[src/rtl/bpc_pkg.sv]
package bpc_pkg;
  localparam int REG_AW = 3;
  localparam int REG_DW = 16;
  localparam logic [REG_AW-1:0] ADDR_TGT_X = 3'd0;
  localparam logic [REG_AW-1:0] ADDR_TGT_Y = 3'd1;
  localparam logic [REG_AW-1:0] ADDR_CTRL  = 3'd2;
  localparam logic [REG_AW-1:0] ADDR_STAT  = 3'd3;
  localparam logic [REG_AW-1:0] ADDR_LANE0 = 3'd4;
endpackage

[src/rtl/bpc_regfile.sv]
module bpc_regfile
  import bpc_pkg::*;
#(
  parameter int X_W = 12,
  parameter int Y_W = 12
) (
  input  logic              clk,
  input  logic              rst_n,
  input  logic              we,
  input  logic [REG_AW-1:0] waddr,
  input  logic [REG_DW-1:0] wdata,
  input  logic              cap_fire,
  output logic [X_W-1:0]    tgt_x,
  output logic [Y_W-1:0]    tgt_y,
  output logic              armed,
  output logic              valid
);
  logic tgt_write;
  assign tgt_write = we && (waddr == ADDR_TGT_X || waddr == ADDR_TGT_Y);

  always_ff @(posedge clk) begin
    if (!rst_n) begin
      tgt_x <= '0;
      tgt_y <= '0;
      armed <= 1'b0;
      valid <= 1'b0;
    end else begin
      if (we && waddr == ADDR_TGT_X) tgt_x <= wdata[X_W-1:0];
      if (we && waddr == ADDR_TGT_Y) tgt_y <= wdata[Y_W-1:0];
      if (we && waddr == ADDR_CTRL)  armed <= wdata[0];
      // a target write outranks a capture on the same edge
      if (tgt_write)     valid <= 1'b0;
      else if (cap_fire) valid <= 1'b1;
    end
  end
endmodule

[src/rtl/bpc_trigger.sv]
module bpc_trigger #(
  parameter int X_W = 12,
  parameter int Y_W = 12
) (
  input  logic           pix_en,
  input  logic           armed,
  input  logic [X_W-1:0] beam_x,
  input  logic [Y_W-1:0] beam_y,
  input  logic [X_W-1:0] tgt_x,
  input  logic [Y_W-1:0] tgt_y,
  output logic           cap_fire,
  output logic           cross_hit
);
  logic col_hit, row_hit, live;
  always_comb begin
    col_hit   = (beam_x == tgt_x);
    row_hit   = (beam_y == tgt_y);
    live      = armed && pix_en;
    cap_fire  = live && col_hit && row_hit;
    cross_hit = live && (col_hit || row_hit);
  end
endmodule

[src/rtl/bpc_snapshot.sv]
module bpc_snapshot #(
  parameter int LANES  = 3,
  parameter int LANE_W = 16
) (
  input  logic                    clk,
  input  logic                    rst_n,
  input  logic                    cap_fire,
  input  logic [LANES*LANE_W-1:0] probe_bus,
  output logic [LANES*LANE_W-1:0] snap_flat
);
  for (genvar g = 0; g < LANES; g++) begin : g_lane
    always_ff @(posedge clk) begin
      if (!rst_n)        snap_flat[g*LANE_W +: LANE_W] <= '0;
      else if (cap_fire) snap_flat[g*LANE_W +: LANE_W] <= probe_bus[g*LANE_W +: LANE_W];
    end
  end
endmodule

[src/rtl/bpc_overlay.sv]
module bpc_overlay #(
  parameter int              COL_W     = 12,
  parameter logic [COL_W-1:0] MARK_COL = 12'hF00
) (
  input  logic             clk,
  input  logic             rst_n,
  input  logic             cross_hit,
  input  logic [COL_W-1:0] rgb_in,
  output logic [COL_W-1:0] rgb_out,
  output logic             mark_out
);
  always_ff @(posedge clk) begin
    if (!rst_n) begin
      rgb_out  <= '0;
      mark_out <= 1'b0;
    end else begin
      rgb_out  <= cross_hit ? MARK_COL : rgb_in;
      mark_out <= cross_hit;
    end
  end
endmodule

[src/rtl/beam_probe_capture.sv]
module beam_probe_capture
  import bpc_pkg::*;
#(
  parameter int               X_W      = 12,
  parameter int               Y_W      = 12,
  parameter int               LANES    = 3,
  parameter int               LANE_W   = 16,
  parameter int               COL_W    = 12,
  parameter logic [COL_W-1:0] MARK_COL = 12'hF00
) (
  input  logic                    clk,
  input  logic                    rst_n,
  input  logic                    pix_en,
  input  logic [X_W-1:0]          beam_x,
  input  logic [Y_W-1:0]          beam_y,
  input  logic [LANES*LANE_W-1:0] probe_bus,
  input  logic [COL_W-1:0]        rgb_in,
  output logic [COL_W-1:0]        rgb_out,
  output logic                    mark_out,
  input  logic                    reg_we,
  input  logic [REG_AW-1:0]       reg_waddr,
  input  logic [REG_DW-1:0]       reg_wdata,
  input  logic [REG_AW-1:0]       reg_raddr,
  output logic [REG_DW-1:0]       reg_rdata
);
  localparam int LANE_BASE = int'(ADDR_LANE0);

  logic [X_W-1:0]          tgt_x;
  logic [Y_W-1:0]          tgt_y;
  logic                    armed, valid, cap_fire, cross_hit;
  logic [LANES*LANE_W-1:0] snap_flat;

  bpc_regfile #(.X_W(X_W), .Y_W(Y_W)) i_regs (
    .clk(clk), .rst_n(rst_n), .we(reg_we), .waddr(reg_waddr), .wdata(reg_wdata),
    .cap_fire(cap_fire), .tgt_x(tgt_x), .tgt_y(tgt_y), .armed(armed), .valid(valid)
  );

  bpc_trigger #(.X_W(X_W), .Y_W(Y_W)) i_trig (
    .pix_en(pix_en), .armed(armed), .beam_x(beam_x), .beam_y(beam_y),
    .tgt_x(tgt_x), .tgt_y(tgt_y), .cap_fire(cap_fire), .cross_hit(cross_hit)
  );

  bpc_snapshot #(.LANES(LANES), .LANE_W(LANE_W)) i_snap (
    .clk(clk), .rst_n(rst_n), .cap_fire(cap_fire), .probe_bus(probe_bus),
    .snap_flat(snap_flat)
  );

  bpc_overlay #(.COL_W(COL_W), .MARK_COL(MARK_COL)) i_ovl (
    .clk(clk), .rst_n(rst_n), .cross_hit(cross_hit), .rgb_in(rgb_in),
    .rgb_out(rgb_out), .mark_out(mark_out)
  );

  always_comb begin
    reg_rdata = '0;
    case (reg_raddr)
      ADDR_TGT_X: reg_rdata = REG_DW'(tgt_x);
      ADDR_TGT_Y: reg_rdata = REG_DW'(tgt_y);
      ADDR_CTRL:  reg_rdata = REG_DW'(armed);
      ADDR_STAT:  reg_rdata = REG_DW'(valid);
      default: begin
        for (int i = 0; i < LANES; i++)
          if (int'(reg_raddr) == LANE_BASE + i)
            reg_rdata = REG_DW'(snap_flat[i*LANE_W +: LANE_W]);
      end
    endcase
  end
endmodule

[config.mk]
export PLATFORM = sky130hd
export DESIGN_NAME = beam_probe_capture
export DESIGN_NICKNAME = d
export VERILOG_FILES = /design/src/rtl/bpc_pkg.sv /design/src/rtl/bpc_regfile.sv /design/src/rtl/bpc_trigger.sv /design/src/rtl/bpc_snapshot.sv /design/src/rtl/bpc_overlay.sv /design/src/rtl/beam_probe_capture.sv
export SDC_FILE = /design/constraint.sdc
export NUM_CORES = 1
export LEC_CHECK = 0
export BUFFER_PORTS_ARGS = -buffer_cell sky130_fd_sc_hd__buf_2
export CELL_PAD_IN_SITES_DETAIL_PLACEMENT = 0
export CELL_PAD_IN_SITES_GLOBAL_PLACEMENT = 2
export CORE_MARGIN = 3
export CORE_UTILIZATION = 30
export CTS_BUF_LIST = sky130_fd_sc_hd__clkbuf_16
export CTS_CLUSTER_DIAMETER = 80
export CTS_CLUSTER_SIZE = 28
export DETAILED_ROUTE_END_ITERATION = 12
export GPL_TIMING_DRIVEN = 0
export MAX_ROUTING_LAYER = met4
export PLACE_DENSITY_LB_ADDON = 0.1
export SETUP_SLACK_MARGIN = 0.2
export SYNTH_ARGS = -nofsm -noshare
export SYNTH_HDL_FRONTEND = slang
export SYNTH_SLANG_ARGS = --single-unit
[constraint.sdc]
create_clock -name clk -period 3.5 [get_ports clk]
set_clock_uncertainty 0.2 [all_clocks]
set_input_delay 0.175 -clock clk [delete_from_list [all_inputs] [get_ports clk]]
set_output_delay 0.175 -clock clk [all_outputs]
set_load 0.03 [all_outputs]
==> results of run 1 <==
-- timing repair --
item	CTS	global route
resized for setup	0	0
hold buffers	80	0
endpoints found under the hold margin	87	0
-- power groups by stage --
stage          clock, uW  sequential (uW)  combinational (uW)
3_3_place_gp           0             1030                 186
2_1_floorplan          0             1050                70.8
3_5_place_dp           0             1030                 188
6_report            1010             1010                 255
5_1_grt             1070             1010                 280
4_1_cts             1030             1010                 256
-- critical path: stages --
cell,delay (ns)
buf_2,0.08
clkbuf_1,0.49
nor2b_1,0.33
clkbuf_1,0.39
nand2_1,0.16
o21ai_0,0.18
nand2_1,0.10
o21ai_0,0.12
buf_2,0.24
-- per-stage QoR --
stage	instances	setup WS, ns	instance area, sq um
after floorplan	506	1.55	4030
after global placement	812	0.844	4910
after detailed placement	812	0.850	4910
after CTS	908	0.837	6020
after global routing	909	0.646	6020
final	909	0.850	6020
-- placed cells by master, fill, tap and decap left out, types with 2 or more instances in the layout --
master,n
inv_1,2
bufinv_16,2
buf_2,142
nand3_1,50
buf_8,2
o21ai_0,67
clkbuf_16,9
mux2i_1,28
o21ai_1,8
o21a_1,4
nand2_1,85
and2_1,6
a21oi_1,73
dfxtp_1,87
nor2_1,9
clkinv_1,4
xor2_1,24
dlygate4sd3_1,80
nor4_1,6
buf_4,6
nor2b_1,3
clkbuf_1,27
-- sequential cells by signal, summed over array words and instances, names as in the netlist --
name              flops
i_regs.tgt_x         12
i_ovl.mark_out        1
i_regs.tgt_y         12
i_snap.snap_flat     48
i_regs.armed          1
i_ovl.rgb_out        12
i_regs.valid          1
-- metal layers --
| layer | vias up | track usage | routed length [um] | share of wire |
|---|---|---|---|---|
| met5 | - | - | 0 | 0 |
| met4 | 0 | 0.0805 | 308 | 0.021 |
| met3 | 19 | 0.0302 | 501 | 0.034 |
| met2 | 100 | 0.346 | 7270 | 0.49 |
| met1 | 1994 | 0.258 | 6820 | 0.46 |
| li1 | 2196 | - | - | - |
-- cells by family (layout without fill, tap and decap cells) --
logic type	count (synthesis)	after routing	share of synthesized area
buf+inv	45	275	0.0556
simple gates	167	167	0.188
compound gates	153	153	0.194
xor+xnor	24	24	0.0522
mux	30	30	0.0780
flops	87	87	0.433
other cells	0	1	0
-- cell type report --
cell class / instances / area share
antenna: 1 / 0.000416
buffer: 44 / 0.0366
clock buffer: 9 / 0.0374
clock inverter: 7 / 0.0131
inverter: 1 / 0.000624
multi-input combinational: 374 / 0.342
sequential: 87 / 0.289
tap: 172 / 0.0358
timing repair buffer: 214 / 0.244
-- worst max path at each step --
stage                     from                    to  slack, ns  cells after the start
2_1_floorplan     reg_raddr[0]         reg_rdata[10]       1.55                      4
3_3_place_gp      reg_raddr[1]         reg_rdata[11]       0.84                      9
3_5_place_dp      reg_raddr[1]         reg_rdata[11]       0.85                      9
4_1_cts           reg_raddr[1]         reg_rdata[11]       0.84                      9
5_1_grt        i_regs.tgt_x[5]  i_snap.snap_flat[47]       0.65                      7
6_report          reg_raddr[1]         reg_rdata[11]       0.85                      9
==> metrics.txt, run 1 <==
worst r2r src i_regs.tgt_x[5]; fill count 1354; fin nets 841; design internal power 1750 uW; # DRC 0; Slew @ Worst Pin 0.708 ns; Leak between 0.002 and 0.0025 uW; Worst Hold Path EP i_regs.armed; remaining antenna violation count 0; most common cell in the synthesized netlist dfxtp_1; endpoints failing setup 0; Worst Path Max Fanout 10; hold slack final roughly 0.09 ns; clock latency on the worst-skew pair 0.35 ns; Hold Path Stages 4; Psw 519 uW; gr ovfl total 0; total CTS buffers 9; RR Endpoint i_snap.snap_flat[44]; Sw Ratio 0.229; Design Power about 2300 uW; Slew Limit Fails 0; drt pass-1 iters 4; H-tree lvl count 3; Worst Setup End Kind output pin; max cap viols 0; Layout area overhead 49.5%; RSZ-0062 raised after global routing no; PwrDens about 380 nW/um^2; Routed WL per cell 16.4 um; Syn Nets 616; Syn Inst Count 506; Die Wd 122 um; final hold violations 0; FP Rows 41; routed vias 4309; Main synth FF type dfxtp_1; Crit path required time 3.12 ns; crit start category primary input; Cell Area, Synth ~4000 sq um; syn avg cell area 7.96 sq um; gr usage total 0.209; unique cell type count in the Yosys netlist 30; Arr. time, crit path approximately 2.3 ns; Worst VDD drop 0.198 mV; commonest cells in the netlist dfxtp_1 (87), nand2_1 (85), a21oi_1 (73); Root Driver clkbuf_16; hold crit path type in2reg; CP Class in2out; clock share of power 0.443; FF+latch count, synth 87; Seq pwr share 0.445; setup bufs post-CTS 0; Slew headroom 0.528; layout cells sized above 1 0.224; Period minus WS final 2.65 ns; Post-synth ARST share 0; maximum clock rate roughly 380 MHz; final WL ~15000 um; vias in the first global route 4374; Final period util 0.757; Iter 0 DRT Violations ~210; EDFF count, synth 0; reg2reg setup slack 0.86 ns; die height 122 um; Synth warnings 0; Synth area leader dfxtp_1; status finished clean; Port Buffers approximately 130; HPWL after detailed placement roughly 11000 um; area of the core ~13000 sq um; total die area around 15000 sq um; Yosys top cell area share 0.433; multi-input combinational cell area between 2000 and 2500 sq um; largest net degree at the start of global routing 14; TritonCTS Sinks 87; Min-Delay Startpoint reg_we; via/cell ratio 4.74; TNS Setup 0 ns; Logic pwr share 0.112; Clock transition at path regs 0.06 ns; RD Place Congestion 0.775; fin util 0.467; post-synthesis sequential area ratio 0.433; storage element area 1740 sq um; initial antenna violation count 1; io pins 139; global-route wire length before repair 22800 um; clock buffer depth 2; CTS tree done; largest cells by area after synthesis dfxtp_1 (43%), a21oi_1 (9.1%), o21ai_0 (8.3%); initial core utilization 0.313; R2R depth 7
No activity file was read; power rests on OpenSTA's default activity.
==> run 2: changes to the inputs <==
- CORE_UTILIZATION: 30 -> 25
- clock period: 3.5 -> 2.4 ns (I/O delays scaled with it)
==> run 2 against run 1 <==
Effect of this change: global-route usage shrank 3.0 points; via count shrank 0.74%; critical path depth shrank 1; first-iteration DRC count shrank 14%; final cell count grew 4.8%; routed wire length grew 3.0%; register-to-register slack lost 0.55 ns; critical path type is now reg2reg; sequential cell count is the same.
==> metrics.txt, run 2 (same netlist as run 1, synthesis figures left out) <==
status finished clean; Post-DP Area 4960 sq um; initial antenna violation count 0; Worst Path Max Fanout 10; io pins 139; final hold violations 0; PwrDens around 520 nW/um^2; CTS tree done; routed vias around 4.3k; HPWL after detailed placement 11500 um; storage element area 1740 sq um; vias in the first global route 4468; Design Area, Final 6210 sq um; final WL 15300 um; max cap viols 0; endpoints failing setup 0; total die area 17700 sq um; layout cells sized above 1 0.261; Worst VDD drop ~0.31 mV; most frequent cells in the layout buf_2 (141), dfxtp_1 (86), nand2_1 (85), dlygate4sd3_1 (80), a21oi_1 (72); Layout area overhead 54.2%; crit start category register; Period minus WS final 2.09 ns; CP Class reg2reg; Design Power 3220 uW; Die Wd 133 um; Arr. time, crit path approximately 2.1 ns; FP Rows 45; Clock transition at path regs 0.07 ns; H-tree lvl count 3; Inst Count DP 851; largest net degree at the start of global routing 14; gr usage total 0.179; Worst Hold Path EP i_regs.armed; Routed WL per cell between 15 and 20 um; Slew headroom 0.590; gr ovfl total 0; RSZ-0062 raised after global routing yes; Final period util 0.872; drt pass-1 iters 4; max reg flops 48; remaining antenna violation count 0; clock latency on the worst-skew pair ~0.35 ns; RD Place Congestion approximately 0.78; reg2reg setup slack between 0.3 and 0.4 ns; Slew @ Worst Pin 0.615 ns; Worst Setup End Kind register; Root Driver clkbuf_16; Top reg by flops i_snap.snap_flat; multi-input combinational cell area 2120 sq um; worst r2r src i_regs.tgt_y[7]; fin nets 847; TritonCTS Sinks 87; Leak 0.00255 uW; area of the core 15500 sq um; ant diodes 0; global-route wire length before repair 23700 um; R2R depth 8; Iter 0 DRT Violations 183; RR Endpoint i_snap.snap_flat[0]; die height roughly 130 um; fin util 0.401; commonest non-fill, non-tap cell in the layout buf_2; clock buffer depth 2; Min-Delay Startpoint reg_we; # DRC 0; maximum clock rate 478 MHz; hold crit path type in2reg; Slew Limit Fails 0; final std cells w/o fill 953; total CTS buffers 9; via/cell ratio 4.49; initial core utilization 0.260; fill count 1676; Crit path required time 2.40 ns; Port Buffers 134; Hold Path Stages 4
## run 2: changes by cell type in the layout (fill, tap and decap cells not counted), sizes merged
cell,change
clkinv,-1
buf,+9
bufinv,-1
diode,-1
clkbuf,-3
inv,+1
clkinvlp,+1
## run 2: metrics by stage
step / worst slack, ns / setup TNS, ns / hold slack, ns
2_1_floorplan: 0.504 / 0 / 0.0338
3_3_place_gp: -0.167 / -4.32 / 0.129
3_5_place_dp: -0.181 / -4.74 / 0.132
4_1_cts: 0.204 / 0 / 0.0279
5_1_grt: 0.161 / 0 / 0.0619
6_report: 0.307 / 0 / 0.0436
## run 2: power by group
part	internal, uW	switching, uW
clock	789	576
combinational	202	181
sequential	1460	11.7
total	2450	769
## run 2: worst max-delay path, stage by stage, from the launching register on
cell,delay (ns)
dfxtp_1,0.34
xor2_1,0.17
nor4_2,0.26
buf_4,0.16
nand3_2,0.11
buf_4,0.19
clkbuf_1,0.21
o21ai_0,0.22
a21oi_1,0.08
## run 2: cell type report
cell class,instances,share of cell area
buffer,43,0.0429
clock buffer,9,0.0363
clock inverter,7,0.00907
inverter,1,0.000605
multi-input combinational,374,0.342
sequential,87,0.281
tap,211,0.0425
timing repair buffer,221,0.246
## run 2: worst max-delay path by stage
stage                    startpoint                    to  slack, ns  depth (start not counted)
finish              i_regs.tgt_y[7]   i_snap.snap_flat[0]       0.31                          8
global route        i_regs.tgt_x[5]   i_snap.snap_flat[7]       0.16                          8
CTS                 i_regs.tgt_x[7]   i_snap.snap_flat[5]       0.20                          7
detailed placement  i_regs.tgt_y[7]      i_ovl.rgb_out[3]      -0.18                          7
global placement    i_regs.tgt_x[5]   i_snap.snap_flat[0]      -0.17                          7
floorplan           i_regs.tgt_x[5]  i_snap.snap_flat[10]       0.50                          7
## run 2: what timing repair did
action | CTS | global route
buffers inserted | 3 | 4
resized for setup | 13 | 53
pin swaps | 4 | 5
cloned | 0 | 0
endpoints found under the hold margin | 87 | 0
hold buffers | 80 | 0
setup endpoints to repair | 72 | 68
## run 2: metal layers
metal,GRT usage,part of all wire,vias to the layer above
met4,0.0450,0.0098,0
met5,-,0,-
met2,0.300,0.48,109
met1,0.223,0.47,1943
li1,-,-,2214
met3,0.0327,0.041,11
==> run 3: changes to the inputs <==
- PLACE_DENSITY_LB_ADDON: 0.1 -> 0.15
==> run 3 against run 2 <==
Effect of this change: sequential power about the same; cell area increased by 0.97%; non-clock buffer count increased by 7; global-route usage increased by 0.30 points; critical path depth increased by 1; worst setup slack got worse by 0.065 ns; sequential share of layout area decreased by 0.19 points; via count increased by 2.1%; clock power decreased by 11%; hold slack got worse by 0.032 ns; register-to-register slack got worse by 0.07 ns; utilization increased by 0.39 points; critical path type unchanged.
==> metrics.txt, run 3 (same netlist as run 1, synthesis figures left out) <==
# DRC 0; Worst Setup End Kind register; Root Driver clkbuf_16; gr usage total 0.182; Sw Ratio 0.242; Seq pwr share 0.478; die height 133 um; worst r2r src i_regs.tgt_x[4]; FP Rows 45; H-tree lvl count 3; initial core utilization 0.260; via/cell ratio 4.56; RR Endpoint i_snap.snap_flat[18]; largest net degree at the start of global routing 13; gr ovfl total 0; R2R depth 9; endpoints failing setup 0; final std cells w/o fill 958; reg2reg setup slack 0.24 ns; ordered list of cells on the worst path xor2_1 -> nor4_2 -> buf_4 -> and4b_1 -> buf_6 -> buf_4 -> clkbuf_16 -> nand3_1 -> a21oi_1; Iter 0 DRT Violations 242; hold crit path type in2reg; Min-Delay Startpoint reg_waddr[1]; Worst VDD drop 0.324 mV; length of routed wiring on met1 7210 um; Port Buffers 134; commonest non-fill, non-tap cell in the layout buf_2; clock latency on the worst-skew pair ~0.35 ns; CTS tree done; PwrDens 493 nW/um^2; Slew Limit Fails 0; fill count between 1.5k and 2k; RSZ-0062 raised after global routing yes; Hold Path Stages 4; routed vias between 4k and 5k; Slew @ Worst Pin ~0.68 ns; Routed WL per cell 16.4 um; crit start category register; clock buffer depth 2; Logic pwr share 0.126; final hold violations 0; Die Wd 133 um; io pins approximately 140; Leak roughly 0.0026 uW; Arr. time, crit path 2.23 ns; HPWL after detailed placement 11600 um; drt pass-1 iters 4; most frequent cells in the layout buf_2 (141), nand2_1 (85), dfxtp_1 (82), dlygate4sd3_1 (78), a21oi_1 (71); total die area 17700 sq um; Slowest Stage Delay on Critical Path 0.38 ns; Period minus WS final 2.16 ns; design internal power around 2300 uW; Clock transition at path regs approximately 0.060 ns; Worst Path Max Fanout 5; met2 WL approximately 7600 um; CP Class reg2reg; RD Place Congestion 0.805; slowest CP cell nor4_2; Top reg by flops i_snap.snap_flat; DR top layer met4; Crit path required time around 2.5 ns; routed wl met3 692 um; maximum clock rate 463 MHz; vias in the first global route 4524; max cap viols 0; total CTS buffers 9; initial antenna violation count 1; TritonCTS Sinks 87; max reg flops 48; Slew headroom 0.547; Inst Count DP 851; remaining antenna violation count 0; status finished clean; area of the core ~15000 sq um; Layout area overhead 55.7%; final WL 15700 um; TNS Setup 0 ns; most used cell, CP buf_4; Worst Hold Path EP i_regs.armed; clock share of power 0.396; Final period util 0.899; global-route wire length before repair approximately 24000 um; layout cells sized above 1 0.280; fin nets 854; Psw 746 uW
[run 3: power groups by stage]
stage | logic [uW] | clock network (uW) | registers [uW]
after floorplan | 103 | 0 | 1530
after global placement | 276 | 0 | 1510
after detailed placement | 277 | 0 | 1510
after CTS | 387 | 1270 | 1470
after global routing | 425 | 1330 | 1480
final | 390 | 1220 | 1470
[run 3: repair_timing]
action	in CTS	in global routing
setup buffers	4	9
pin swaps	5	10
gates cloned	0	2
endpoints found under the setup margin	73	76
hold buffers	78	0
gates resized for setup	13	69
hold endpoints to repair	87	0
[run 3: how the worst max path moves through the flow]
stage / depth (start not counted) / startpoint / to / slack [ns]
after floorplan: 7 / i_regs.tgt_x[5] / i_snap.snap_flat[10] / 0.50
final: 9 / i_regs.tgt_x[4] / i_snap.snap_flat[18] / 0.24
after CTS: 7 / i_regs.tgt_x[7] / i_snap.snap_flat[6] / 0.22
after detailed placement: 9 / reg_raddr[1] / reg_rdata[11] / -0.18
after global routing: 8 / reg_raddr[0] / reg_rdata[9] / 0.16
after global placement: 9 / reg_raddr[1] / reg_rdata[11] / -0.24
[run 3: critical path, delay by kind of cell (launching register included)]
| family | cells | cell delay, ns |
|---|---|---|
| DFF | 1 | 0.32 |
| AOI/OAI and AO/OA | 1 | 0.15 |
| buffers and inverters | 4 | 0.58 |
| xor gates and xnor gates | 1 | 0.17 |
| and+or+nand+nor | 3 | 0.68 |
[run 3: area by class of cell]
cell class / count / area (sq um) / area share
antenna: 1 / 2.50 / 0.000399
clock inverter: 4 / 17.5 / 0.00279
buffer: 44 / 274 / 0.0437
sequential: 87 / 1750 / 0.279
tap: 211 / 264 / 0.0421
inverter: 1 / 3.75 / 0.000599
multi-input combinational: 374 / 2130 / 0.340
clock buffer: 9 / 225 / 0.0359
timing repair buffer: 227 / 1600 / 0.255
[run 3: per-stage QoR]
stage / instance area, sq um / util / hold slack, ns / power, uW / setup WS, ns
final: 6270 / 0.405 / 0.0115 / 3090 / 0.242
after global routing: 6270 / 0.405 / 0.0365 / 3230 / 0.156
after global placement: 4960 / 0.320 / 0.129 / 1780 / -0.238
after floorplan: 4030 / - / 0.0338 / 1630 / 0.504
after detailed placement: 4960 / 0.320 / 0.143 / 1780 / -0.179
after CTS: 6070 / 0.392 / 0.00421 / 3140 / 0.216
[run 3: metal layers]
layer  track usage  vias up
met5             -        -
met4        0.0485        0
met3        0.0384       12
met2         0.295      115
met1         0.231     2019
li1              -     2219
